<file path="config.mk">
export PLATFORM = sky130hd
export DESIGN_NAME = vd_frame_gate
export DESIGN_NICKNAME = d
export VERILOG_FILES = /design/src/rtl/vfg_pkg.sv /design/src/rtl/vfg_sync_edge.sv /design/src/rtl/vfg_upcnt.sv /design/src/rtl/vd_frame_gate.sv
export SDC_FILE = /design/constraint.sdc
export NUM_CORES = 1
export LEC_CHECK = 0
export ABC_AREA = 1
export ABC_CLOCK_PERIOD_IN_PS = 6500
export CELL_PAD_IN_SITES_DETAIL_PLACEMENT = 1
export CELL_PAD_IN_SITES_GLOBAL_PLACEMENT = 1
export CORE_ASPECT_RATIO = 1.5
export CORE_MARGIN = 2
export CORE_UTILIZATION = 31
export DETAILED_ROUTE_END_ITERATION = 16
export GPL_TIMING_DRIVEN = 0
export PLACE_DENSITY_LB_ADDON = 0.1
export SYNTH_ARGS = -nofsm -noshare
export SYNTH_HDL_FRONTEND = slang
export SYNTH_SLANG_ARGS = --single-unit
export TNS_END_PERCENT = 50
</file>
<file path="constraint.sdc">
create_clock -name clk -period 6.5 [get_ports clk]
set_clock_uncertainty 0.1 [all_clocks]
set_input_delay 1.3 -clock clk [delete_from_list [all_inputs] [get_ports clk]]
set_output_delay 1.3 -clock clk [all_outputs]
set_load 0.01 [all_outputs]
</file>
<file path="src/rtl/vfg_pkg.sv">
package vfg_pkg;
  // Phase of the frame-start gate
  typedef enum logic [1:0] {
    PH_PAD = 2'd0,  // free-running padding after a frame
    PH_RUN = 2'd1,  // frame in progress
    PH_ARM = 2'd2   // paused, waiting for a trigger edge
  } phase_t;

  localparam int unsigned REARM_LEAD_DEF = 16;
endpackage

</file>
<file path="src/rtl/vfg_sync_edge.sv">
module vfg_sync_edge #(
  parameter int unsigned STAGES = 2
) (
  input  logic clk,
  input  logic rst_n,
  input  logic async_in,
  output logic rise
);
  localparam int unsigned NS = (STAGES < 2) ? 2 : STAGES;

  // Stages and previous value reset high: a level that is already high never looks like an edge
  logic [NS-1:0] sh;
  logic          prev;

  generate
    for (genvar g = 0; g < NS; g++) begin : g_stage
      if (g == 0) begin : g_first
        always_ff @(posedge clk or negedge rst_n)
          if (!rst_n) sh[0] <= 1'b1;
          else        sh[0] <= async_in;
      end else begin : g_next
        always_ff @(posedge clk or negedge rst_n)
          if (!rst_n) sh[g] <= 1'b1;
          else        sh[g] <= sh[g-1];
      end
    end
  endgenerate

  always_ff @(posedge clk or negedge rst_n)
    if (!rst_n) prev <= 1'b1;
    else        prev <= sh[NS-1];

  assign rise = sh[NS-1] & ~prev;

  // an edge is seen for one cycle only, so a held level cannot retrigger
  a_r5_rise_single: assert property (@(posedge clk) disable iff (!rst_n)
    rise |=> !rise);
endmodule

</file>
<file path="src/rtl/vfg_upcnt.sv">
module vfg_upcnt #(
  parameter int unsigned W   = 16,
  parameter bit          SAT = 1'b0
) (
  input  logic         clk,
  input  logic         rst_n,
  input  logic         clr,
  input  logic         inc,
  output logic [W-1:0] q
);
  localparam logic [W-1:0] QMAX = '1;

  logic hold;

  generate
    if (SAT) begin : g_sat
      assign hold = (q == QMAX);
    end else begin : g_wrap
      assign hold = 1'b0;
    end
  endgenerate

  always_ff @(posedge clk or negedge rst_n)
    if (!rst_n)          q <= '0;
    else if (clr)        q <= '0;
    else if (inc && !hold) q <= q + 1'b1;

  generate
    if (SAT) begin : g_sat_chk
      // a saturating count never wraps to zero without a clear
      a_r10_sat_hold: assert property (@(posedge clk) disable iff (!rst_n)
        ($past(q) == QMAX && !$past(clr)) |-> q == QMAX);
    end
  endgenerate
endmodule

</file>
<file path="src/rtl/vd_frame_gate.sv">
module vd_frame_gate #(
  parameter int unsigned LEN_W       = 16,
  parameter int unsigned DLY_W       = 16,
  parameter int unsigned WAIT_W      = 16,
  parameter int unsigned REARM_LEAD  = vfg_pkg::REARM_LEAD_DEF,
  parameter int unsigned SYNC_STAGES = 2
) (
  input  logic              clk,
  input  logic              rst_n,
  input  logic              gpi_en,
  input  logic              trig_sel,
  input  logic              vd_in,
  input  logic [LEN_W-1:0]  frame_len,
  input  logic [DLY_W-1:0]  pad_clks,
  output logic              frame_start,
  output logic              armed,
  output logic              rows_run,
  output logic [WAIT_W-1:0] wait_clks
);
  import vfg_pkg::*;

  localparam logic [LEN_W-1:0] LEAD    = LEN_W'(REARM_LEAD);
  localparam logic [LEN_W-1:0] MIN_LEN = LEN_W'(REARM_LEAD + 1);

  phase_t            ph, ph_nx;
  logic              pend, pend_nx;
  logic              start;
  logic              rise;
  logic              en;
  logic [LEN_W-1:0]  len_eff;
  logic [LEN_W-1:0]  fcnt;
  logic [DLY_W-1:0]  dcnt;
  logic              last, tail, tail_arm;

  vfg_sync_edge #(.STAGES(SYNC_STAGES)) i_edge (
    .clk(clk), .rst_n(rst_n), .async_in(vd_in), .rise(rise)
  );

  assign en       = gpi_en & trig_sel;
  assign len_eff  = (frame_len < MIN_LEN) ? MIN_LEN : frame_len;
  assign last     = (fcnt == len_eff - 1'b1);
  assign tail     = (fcnt >= len_eff - LEAD);
  assign tail_arm = (ph == PH_RUN) & en & tail & ~pend;

  // Frame position: cleared on a start, advanced while a frame runs
  vfg_upcnt #(.W(LEN_W), .SAT(1'b0)) i_fcnt (
    .clk(clk), .rst_n(rst_n), .clr(start), .inc(ph == PH_RUN), .q(fcnt)
  );

  // Padding position: held at zero outside the padding phase
  vfg_upcnt #(.W(DLY_W), .SAT(1'b0)) i_dcnt (
    .clk(clk), .rst_n(rst_n), .clr(ph != PH_PAD), .inc(ph == PH_PAD), .q(dcnt)
  );

  // Wait meter: cleared on entry to the pause, counts each paused cycle
  vfg_upcnt #(.W(WAIT_W), .SAT(1'b1)) i_wait (
    .clk(clk), .rst_n(rst_n),
    .clr((ph != PH_ARM) && (ph_nx == PH_ARM)),
    .inc(ph == PH_ARM), .q(wait_clks)
  );

  always_comb begin
    ph_nx   = ph;
    pend_nx = pend;
    start   = 1'b0;
    unique case (ph)
      PH_PAD: begin
        if (en) begin
          ph_nx = PH_ARM;
        end else if (dcnt == pad_clks) begin
          ph_nx = PH_RUN;
          start = 1'b1;
        end
      end
      PH_RUN: begin
        if (last) begin
          pend_nx = 1'b0;
          if (en && (pend || (tail_arm && rise))) begin
            start = 1'b1;
          end else if (en) begin
            ph_nx = PH_ARM;
          end else begin
            ph_nx = PH_PAD;
          end
        end else if (tail_arm && rise) begin
          pend_nx = 1'b1;
        end
      end
      PH_ARM: begin
        if (!en) begin
          ph_nx = PH_PAD;
        end else if (rise) begin
          ph_nx = PH_RUN;
          start = 1'b1;
        end
      end
      default: ph_nx = PH_PAD;
    endcase
  end

  always_ff @(posedge clk or negedge rst_n)
    if (!rst_n) begin
      ph          <= PH_PAD;
      pend        <= 1'b0;
      frame_start <= 1'b0;
    end else begin
      ph          <= ph_nx;
      pend        <= pend_nx;
      frame_start <= start;
    end

  assign armed    = (ph == PH_ARM) | tail_arm;
  assign rows_run = (ph != PH_ARM);

  // a start pulse never lasts two cycles
  a_r13_one_cycle: assert property (@(posedge clk) disable iff (!rst_n)
    frame_start |=> !frame_start);

  // the row pointers are paused only while a trigger would be accepted
  a_r4_pause_means_armed: assert property (@(posedge clk) disable iff (!rst_n)
    !rows_run |-> armed);

  // the first cycle of a frame is always disarmed
  a_r6_start_disarmed: assert property (@(posedge clk) disable iff (!rst_n)
    frame_start |-> !armed);

  // with triggered mode off for two cycles, nothing is armed
  a_r2_no_arm_when_off: assert property (@(posedge clk) disable iff (!rst_n)
    (!en && !$past(en)) |-> !armed);

  // the wait meter advances once per paused cycle below saturation
  a_r10_wait_counts: assert property (@(posedge clk) disable iff (!rst_n)
    (!rows_run && $past(!rows_run) && ($past(wait_clks) != '1))
      |-> wait_clks == $past(wait_clks) + 1'b1);

  // a held edge always leads to a start at the frame boundary
  a_r8_pending_starts: assert property (@(posedge clk) disable iff (!rst_n)
    (pend && last && en) |=> frame_start);
endmodule

</file>
==> metrics, run 1 <==
status finished clean; Pwr Total 1.11 mW; reg2reg setup slack 3760 ps; clock latency on the worst-skew pair 290 ps; multi-input logic area 2400 um^2; Sink Count 55; MaxCap Viol Count 0; data required time at the worst endpoint 5100 ps; total grt overflow 0; CP max FO 4; P&R area growth vs syn 22.7%; Crit. Startpoint frame_len[6]; total power per unit cell area 221 nW/um^2; DP Area 4850 um^2; IO Port Bufs 55; # diodes 0; register area share after synthesis 0.338; Finished Cell Area 5010 um^2; largest net degree at the start of global routing 32; startpoint types input pin; worst slew pin tran 598 ps; Num CTS Buffers 5; top_reg_cell synth dfrtp_1; Mapped Area 4080 um^2; Post-DRT Antenna Nets 0; I/O Pins 56; Row Count 51; Tcrit/Tclk final 0.940; Chip Width 97.7 um; First-pass DRT Iterations 4; reg2reg start i_dcnt.q[0]; total track usage 0.171; Setup TNS Final 0 ps; Seq. cell area 1380 um^2; worst setup path class input pin to output port; Max Clock Freq 0.164 GHz; CTS tree done; syn_area_per_cell 7.29 um^2; drt total wl 11.2 mm; number of flops mapped to enable cells by yosys 0; first-pass GRT wire length 19.7 mm; vias per inst 4.92; Syn. warnings 0; Max transition margin 0.601; routability-driven placement congestion ratio 0.780; Root Buffer Master clkbuf_16; Hold-fix buffers, CTS 0; post-synthesis net count 617; core area 13000 um^2; number of global-route vias before repair 4288; number of instances resized during post-cts repair 0; worst setup margin 389 ps; DR vias 3856; Final Hold Fails 0; count leader, synth nand2_1; CTS H-tree lvls 2; RSZ-0062 raised after global routing no; worst hold margin 257 ps; Layout Nets 680; Die H 145 um; fraction of registers with async set/reset 1.00; layout cells sized above 1 0.0753; Worst Setup EP armed; synth cell count leaders nand2_1 (112), inv_1 (71), nor2_1 (71); area leader, netlist dfrtp_1; r2r endpoint i_dcnt.q[14]; post-synthesis cell count 560; initial antenna violation count 0; Worst-path clk slew 70 ps; Detail Placement HPWL 9.29 mm; P_leak 2.26 nW; Hold Path Class flop to flop; Synth Register Bits 55; Setup WS pre-CTS 296 ps; Yosys cell types 37; # DRC 0; WL/cell 14.3 um; largest cells by area after synthesis dfrtp_1 (32%), nand2_1 (10%), xor2_1 (7.1%); Filler cells 1637; DR iter-0 viols 85; element type at the critical path end output port; max-slew violation count 0; clock buffer depth 2; full die area 14100 um^2; worst r2r path cells 12; setup bufs post-CTS 0; worst vdd ir 0.205 mV; top-area cell type share of the netlist area 0.319; Final setup viols 0; Starting Density 0.315; Period minus WS final 6110 ps; CP Data Arrival Time 4710 ps
-- stage by stage --
step            util  instances
3_3_place_gp   0.373        774
3_5_place_dp   0.374        775
4_1_cts        0.387        783
6_report       0.387        783
2_1_floorplan      -        560
5_1_grt        0.387        783
-- worst min path at each step --
stage / startpoint / to / slack, ps / cells past startpoint
after CTS: i_edge.sh[0] / i_edge.sh[1] / 260 / 0
after global placement: i_edge.sh[0] / i_edge.sh[1] / 250 / 0
after detailed placement: i_edge.sh[0] / i_edge.sh[1] / 250 / 0
after global routing: i_edge.sh[0] / i_edge.sh[1] / 270 / 0
after floorplan: i_edge.sh[0] / i_edge.sh[1] / 250 / 0
final: i_edge.sh[0] / i_edge.sh[1] / 260 / 0
-- layer usage --
| metal | part of all wire | vias up | global-route usage | routed length [um] |
|---|---|---|---|---|
| met1 | 0.39 | 1858 | 0.181 | 4420 |
| met5 | 0 | - | 0 | 0 |
| li1 | - | 1941 | - | - |
| met2 | 0.57 | 46 | 0.355 | 6440 |
| met4 | 0.014 | 0 | 0.0468 | 161 |
| met3 | 0.018 | 11 | 0.0159 | 201 |
-- cell type report --
| type | instances | area share |
|---|---|---|
| clock inverters | 1 | 0.00599 |
| clock buffers | 7 | 0.0265 |
| well taps | 159 | 0.0397 |
| inverters | 73 | 0.0547 |
| repair buffers | 56 | 0.113 |
| multi-input cells | 428 | 0.479 |
| flip-flops and latches | 55 | 0.275 |
| plain buffers | 4 | 0.00599 |
-- cell usage in the layout (no fill, tap or decap), drive strengths merged --
cell	n
a21boi	1
a21oi	37
a31oi	3
and3	2
and3b	1
buf	4
bufinv	1
clkbuf	9
clkdlybuf4s50	54
clkinv	2
dfrtp	52
dfstp	3
ha	20
inv	71
nand2	117
nand3	36
nand3b	3
nand4	12
nor2	88
nor3	18
nor3b	3
nor4	10
o211ai	1
o21ai	18
o22ai	2
or2	8
xnor2	15
xor2	33
-- worst max-delay path, stage by stage --
cell and delay (ps):
clkdlybuf4s50_1 510, nor2_2 210, nand2_1 70, nor2_1 200, nand4_2 200, nor2_2 200, nand3_1 170, xor2_1 180
ha_1 280, nand2_1 60, inv_1 50, nand3_1 100, nor3_1 230, nand3_1 110, nand3_1 140, nand2_1 70
nand2_1 100, clkdlybuf4s50_1 550
-- sequential cells by signal, summed over array words and instances, names as in the netlist --
register     count
pend             1
i_wait.q        16
i_fcnt.q        16
i_dcnt.q        16
frame_start      1
ph               2
i_edge.prev      1
i_edge.sh        2
-- power breakdown --
group | internal, mW | switching (mW) | total, mW
registers | 0.391 | 0.0653 | 0.456
clock network | 0.182 | 0.121 | 0.303
logic | 0.155 | 0.192 | 0.347
total | 0.728 | 0.378 | 1.11
-- cells by family after synthesis --
kind of cell,synth area share
AO/OA/AOI/OAI,0.0806
XOR/XNOR,0.103
adder cells (fa/ha/maj),0.0613
buffers and inverters,0.0745
flip-flops,0.338
AND/OR/NAND/NOR,0.343
(Power assumes the default switching activity.)
==> run 2, diff against run 1 <==
--- a/config.mk
+++ b/config.mk
@@ -10,11 +10,12 @@
 export CELL_PAD_IN_SITES_DETAIL_PLACEMENT = 1
 export CELL_PAD_IN_SITES_GLOBAL_PLACEMENT = 1
 export CORE_ASPECT_RATIO = 1.5
-export CORE_MARGIN = 2
 export CORE_UTILIZATION = 31
+export CTS_BUF_LIST = sky130_fd_sc_hd__clkbuf_8
 export DETAILED_ROUTE_END_ITERATION = 16
 export GPL_TIMING_DRIVEN = 0
 export PLACE_DENSITY_LB_ADDON = 0.1
+export SKIP_LAST_GASP = 1
 export SYNTH_ARGS = -nofsm -noshare
 export SYNTH_HDL_FRONTEND = slang
 export SYNTH_SLANG_ARGS = --single-unit
==> metrics, run 2 (synthesis results as in run 1) <==
DR iter-0 viols 51 (-40%); number of global-route vias before repair 4131 (-3.7%); CP max FO 4 (unchanged); DR vias 3835 (-0.54%); worst hold margin 263 ps (+5.76 ps); hold path start i_edge.sh[0]; Sink Count 55 (unchanged); total grt overflow 0 (unchanged); CP max-delay cell clkdlybuf4s50_1; Root Buffer Master clkbuf_8; first-pass GRT wire length 19.2 mm (-2.6%); Finished Cell Area 4960 um^2 (-1.0%); CP Data Arrival Time 4760 ps (+50 ps); total track usage 0.182 (+0.0104); Post-Place Cells 775 (unchanged); Max Clock Freq 0.162 GHz (-0.84%); top flop regs i_dcnt.q (16), i_fcnt.q (16), i_wait.q (16); MaxCap Viol Count 0 (unchanged); initial antenna violation count 0 (unchanged); drt total wl 11.5 mm (+2.2%); Layout Cells excl Fill 783 (unchanged); Tcrit/Tclk final 0.948 (+0.00799); worst r2r path cells 12 (unchanged); Row Count 51 (unchanged); Starting Density 0.317 (+0.00156); Period minus WS final 6160 ps (+51.9 ps); core area 12900 um^2 (-0.49%); Crit. Startpoint frame_len[6]; CTS tree done; DP Area 4850 um^2 (unchanged); Detail Placement HPWL 9.52 mm (+2.5%); full die area 13600 um^2 (-3.4%); Setup TNS Final 0 ps (unchanged); # diodes 0 (unchanged); commonest non-fill, non-tap cell in the layout nand2_1; Final setup viols 0 (unchanged); CP cell instances clkdlybuf4s50_1, nor2_2, nand2_1, nor2_2, nand4_2, nor2_2, nand3_1, xor2_1, ha_1, nand2_1, inv_1, nand3_1, nor3_1, nand3_1, nand3_1, nand2_1, nand2_1, clkdlybuf4s50_1; vias per inst 4.90 (-0.54%); worst setup path class input pin to output port; highest-count cells in the layout ignoring fill and taps nand2_1 (112), inv_1 (72), nor2_1 (70); # DRC 0 (unchanged); RSZ-0062 raised after global routing no; Chip Width 95.7 um (-2.0%); Worst-path clk slew 100 ps (+30 ps); First-pass DRT Iterations 4 (unchanged); clock latency on the worst-skew pair 320 ps (+30 ps); Hold-fix buffers, CTS 0 (unchanged); Hold Path Class flop to flop; status finished clean; IO Port Bufs 55 (unchanged); largest net degree at the start of global routing 31 (-3.1%); layout cells sized above 1 0.0785 (+0.00321); WL/cell 14.7 um (+2.2%); data required time at the worst endpoint 5100 ps (about the same); P_leak 2.24 nW (-1.0%); Die H 143 um (-1.4%); max-slew violation count 0 (unchanged); hold depth 0 (unchanged); startpoint types input pin; I/O Pins 56 (unchanged); P&R area growth vs syn 21.5%; CP peak stage delay 540 ps (about the same); Max transition margin 0.576 (-0.0246); reg2reg start i_dcnt.q[0]; routability-driven placement congestion ratio 0.813 (+4.2%); element type at the critical path end output port; CTS H-tree lvls 2 (unchanged); clock buffer depth 2 (unchanged); Post-DRT Antenna Nets 0 (unchanged); total power per unit cell area 210 nW/um^2 (-4.7%); Num CTS Buffers 5 (unchanged); Layout Nets 680 (unchanged); worst slew pin tran 635 ps (+36.9 ps); Final Hold Fails 0 (unchanged); worst vdd ir 0.114 mV (-44%)
==> run 2: routing by layer <==
metal,share of wire,track usage,vias up
met5,0,0,-
met4,0.014,0.0487,0
met3,0.018,0.0160,7
met2,0.58,0.376,40
met1,0.38,0.185,1850
li1,-,-,1938
==> run 2: what timing repair did <==
action	CTS	global route
endpoints found under the setup margin	0	1
buffers inserted	0	0
hold endpoints to repair	0	0
gates resized for setup	0	1
==> run 2: cell type report <==
| cell class | instances | area [um^2] |
|---|---|---|
| repair buffers | 56 | 566 |
| plain buffers | 4 | 30.0 |
| flip-flops and latches | 55 | 1380 |
| clock inverters | 3 | 41.3 |
| clock buffers | 5 | 68.8 |
| well taps | 159 | 199 |
| multi-input cells | 428 | 2400 |
| inverters | 73 | 274 |
| fillers | 1635 | 7930 |
==> run 2: worst max-delay path: cells and delay by family <==
family / cells / cell delay, ps
buf+inv: 3 / 1110
xor+xnor: 1 / 180
simple gates: 13 / 1860
fa+ha+maj: 1 / 290
==> run 2: worst paths after layout <==
check / to / slack, ps
hold / removal: i_edge.sh[1] / 260
hold reg to reg: i_edge.sh[1] / 260
setup reg to reg: i_dcnt.q[14] / 3830
setup / recovery: armed / 340
max in group asynchronous: i_edge.prev / 4760
min in group asynchronous: i_wait.q[5] / 880
==> run 2: metrics by stage <==
| stage | setup WS [ps] | util | power (mW) |
|---|---|---|---|
| after global placement | 249 | 0.375 | 0.799 |
| final | 337 | 0.385 | 1.04 |
| after floorplan | 1930 | - | 0.683 |
| after CTS | 154 | 0.385 | 1.06 |
| after detailed placement | 181 | 0.376 | 0.820 |
| after global routing | 39.0 | 0.385 | 1.12 |
==> run 2: power breakdown <==
part | total, mW | internal [mW] | switching [mW]
logic | 0.352 | 0.156 | 0.196
clock network | 0.235 | 0.114 | 0.121
registers | 0.457 | 0.390 | 0.0666
==> run 3, diff against run 2 <==
--- a/config.mk
+++ b/config.mk
@@ -14,7 +14,7 @@
 export CTS_BUF_LIST = sky130_fd_sc_hd__clkbuf_8
 export DETAILED_ROUTE_END_ITERATION = 16
 export GPL_TIMING_DRIVEN = 0
-export PLACE_DENSITY_LB_ADDON = 0.1
+export PLACE_DENSITY_LB_ADDON = 0.3
 export SKIP_LAST_GASP = 1
 export SYNTH_ARGS = -nofsm -noshare
 export SYNTH_HDL_FRONTEND = slang
==> metrics, run 3 (synthesis results as in run 1) <==
Hold Path Class flop to flop; P&R area growth vs syn 21.2%; Period minus WS final 6100 ps (-58.6 ps); commonest non-fill, non-tap cell in the layout nand2_1; data required time at the worst endpoint 5100 ps (about the same); Tcrit/Tclk final 0.939 (-0.00902); Row Count 51 (unchanged); worst vdd ir 0.120 mV (+5.0%); Layout Nets 680 (unchanged); WL/cell 14.1 um (-3.7%); status finished clean; Post-Place Cells 775 (unchanged); MaxCap Viol Count 0 (unchanged); Starting Density 0.317 (unchanged); Final setup viols 0 (unchanged); # DRC 0 (unchanged); RSZ-0062 raised after global routing no; routability-driven placement congestion ratio 0.857 (+5.4%); Max transition margin 0.513 (-0.0632); Max Clock Freq 0.164 GHz (+0.96%); Worst-path clk slew 100 ps (about the same); DR vias 3875 (+1.0%); core area 12900 um^2 (unchanged); CP Buf/Inv Count 3 (unchanged); drt total wl 11.0 mm (-3.7%); CP Data Arrival Time 4700 ps (-60 ps); Die H 143 um (unchanged); CTS H-tree lvls 2 (unchanged); Root Buffer Master clkbuf_8; initial antenna violation count 0 (unchanged); CP max-delay cell clkdlybuf4s50_1; largest net degree at the start of global routing 31 (unchanged); DR iter-0 viols 88 (+73%); max-slew violation count 0 (unchanged); clock buffer depth 2 (unchanged); vias per inst 4.95 (+1.0%); layout cells sized above 1 0.0785 (unchanged); Post-DRT Antenna Nets 0 (unchanged); CP peak stage delay 550 ps (about the same); first-pass GRT wire length 19.1 mm (-0.54%); startpoint types input pin; number of instances resized during post-cts repair 0 (unchanged); I/O Pins 56 (unchanged); highest-count cells in the layout ignoring fill and taps nand2_1 (112), inv_1 (72), nor2_1 (70); worst slew pin tran 730 ps (+94.8 ps); Chip Width 95.7 um (unchanged); full die area 13600 um^2 (unchanged); Detail Placement HPWL 9.13 mm (-4.1%); Final Hold Fails 0 (unchanged); First-pass DRT Iterations 4 (unchanged); Setup TNS Final 0 ps (unchanged); Layout Cells excl Fill 783 (unchanged); Filler cells 1640 (+0.31%); CP max FO 4 (unchanged); top flop regs i_dcnt.q (16), i_fcnt.q (16), i_wait.q (16); clock latency on the worst-skew pair 320 ps (about the same); CTS tree done; total grt overflow 0 (unchanged); IO Port Bufs 55 (unchanged); total track usage 0.179 (-0.00293); P_leak 2.24 nW (about the same); total power per unit cell area 207 nW/um^2 (-1.7%); element type at the critical path end output port; Sink Count 55 (unchanged); Top Family by Delay on Critical Path simple AND/OR/NAND/NOR gates; Num CTS Buffers 5 (unchanged); CP cell instances clkdlybuf4s50_1, nor2_2, nand2_1, nor2_2, nand4_2, nor2_2, nand3_1, xor2_1, ha_1, nand2_1, inv_1, nand3_1, nor3_1, nand3_1, nand3_1, nand2_1, nand2_1, clkdlybuf4s50_1; number of global-route vias before repair 4259 (+3.1%); setup bufs post-CTS 0 (unchanged); Hold-fix buffers, CTS 0 (unchanged); # diodes 0 (unchanged); worst setup path class input pin to output port
[run 3: changes by cell type in the layout (fill, tap and decap cells not counted), sizes merged]
cell,delta
clkinvlp,-1
clkbuf,+2
bufinv,-1
[run 3: final timing paths]
| check | start | end | slack (ps) | cells past startpoint |
|---|---|---|---|---|
| worst min-delay path | i_edge.sh[0] | i_edge.sh[1] | 260 | 0 |
| worst min register to register | i_edge.sh[0] | i_edge.sh[1] | 260 | 0 |
| worst max-delay path | frame_len[6] | armed | 400 | 18 |
| min in group asynchronous | rst_n | i_wait.q[4] | 920 | 1 |
| worst max register to register | i_fcnt.q[0] | i_wait.q[13] | 3910 | 15 |
| max in group asynchronous | rst_n | i_edge.prev | 4710 | 2 |
[run 3: power by group]
| part | internal (mW) | total [mW] | switching, mW | leakage [nW] |
|---|---|---|---|---|
| Sequential | 0.390 | 0.457 | 0.0667 | 0.711 |
| Combinational | 0.156 | 0.352 | 0.196 | 1.47 |
| Clock | 0.0961 | 0.214 | 0.118 | 0.0557 |
| Total | 0.643 | 1.02 | 0.381 | 2.24 |
[run 3: routing by layer]
| metal | wire, um | up-vias | track usage |
|---|---|---|---|
| met5 | 0 | - | 0 |
| met4 | 229 | 0 | 0.0613 |
| met3 | 224 | 15 | 0.0176 |
| met2 | 6220 | 47 | 0.355 |
| met1 | 4380 | 1875 | 0.188 |
| li1 | - | 1938 | - |
[run 3: worst reg2reg max path, cell delays in order, from the launching register on]
cell      delay, ps
dfrtp_1         410
inv_1           100
ha_1            320
nor3_1          200
inv_1            60
nor2_1          150
nand2_1          70
nor2_1           90
nand2_1          90
nor2_1           90
nand2_1          90
nor2_4          150
nand3b_1        120
nand2_2         180
buf_6           170
a21oi_1          80
[run 3: cell type report]
type,instances,area (um^2),share of cell area
timing repair buffer,56,566,0.114
multi-input combinational,428,2400,0.485
buffer,4,30.0,0.00607
tap,159,199,0.0402
inverter,73,274,0.0554
clock buffer,7,96.3,0.0195
clock inverter,1,3.75,0.000758
sequential,55,1380,0.279
[run 3: per-stage QoR]
step / worst slack, ps / hold slack, ps / instance area, um^2 / util / power, mW
final: 396 / 264 / 4950 / 0.384 / 1.02
after global routing: 49.9 / 273 / 4950 / 0.384 / 1.11
after CTS: 268 / 265 / 4950 / 0.384 / 1.04
after detailed placement: 295 / 250 / 4850 / 0.376 / 0.822
after global placement: 352 / 247 / 4830 / 0.375 / 0.792
after floorplan: 1930 / 245 / 4080 / - / 0.683
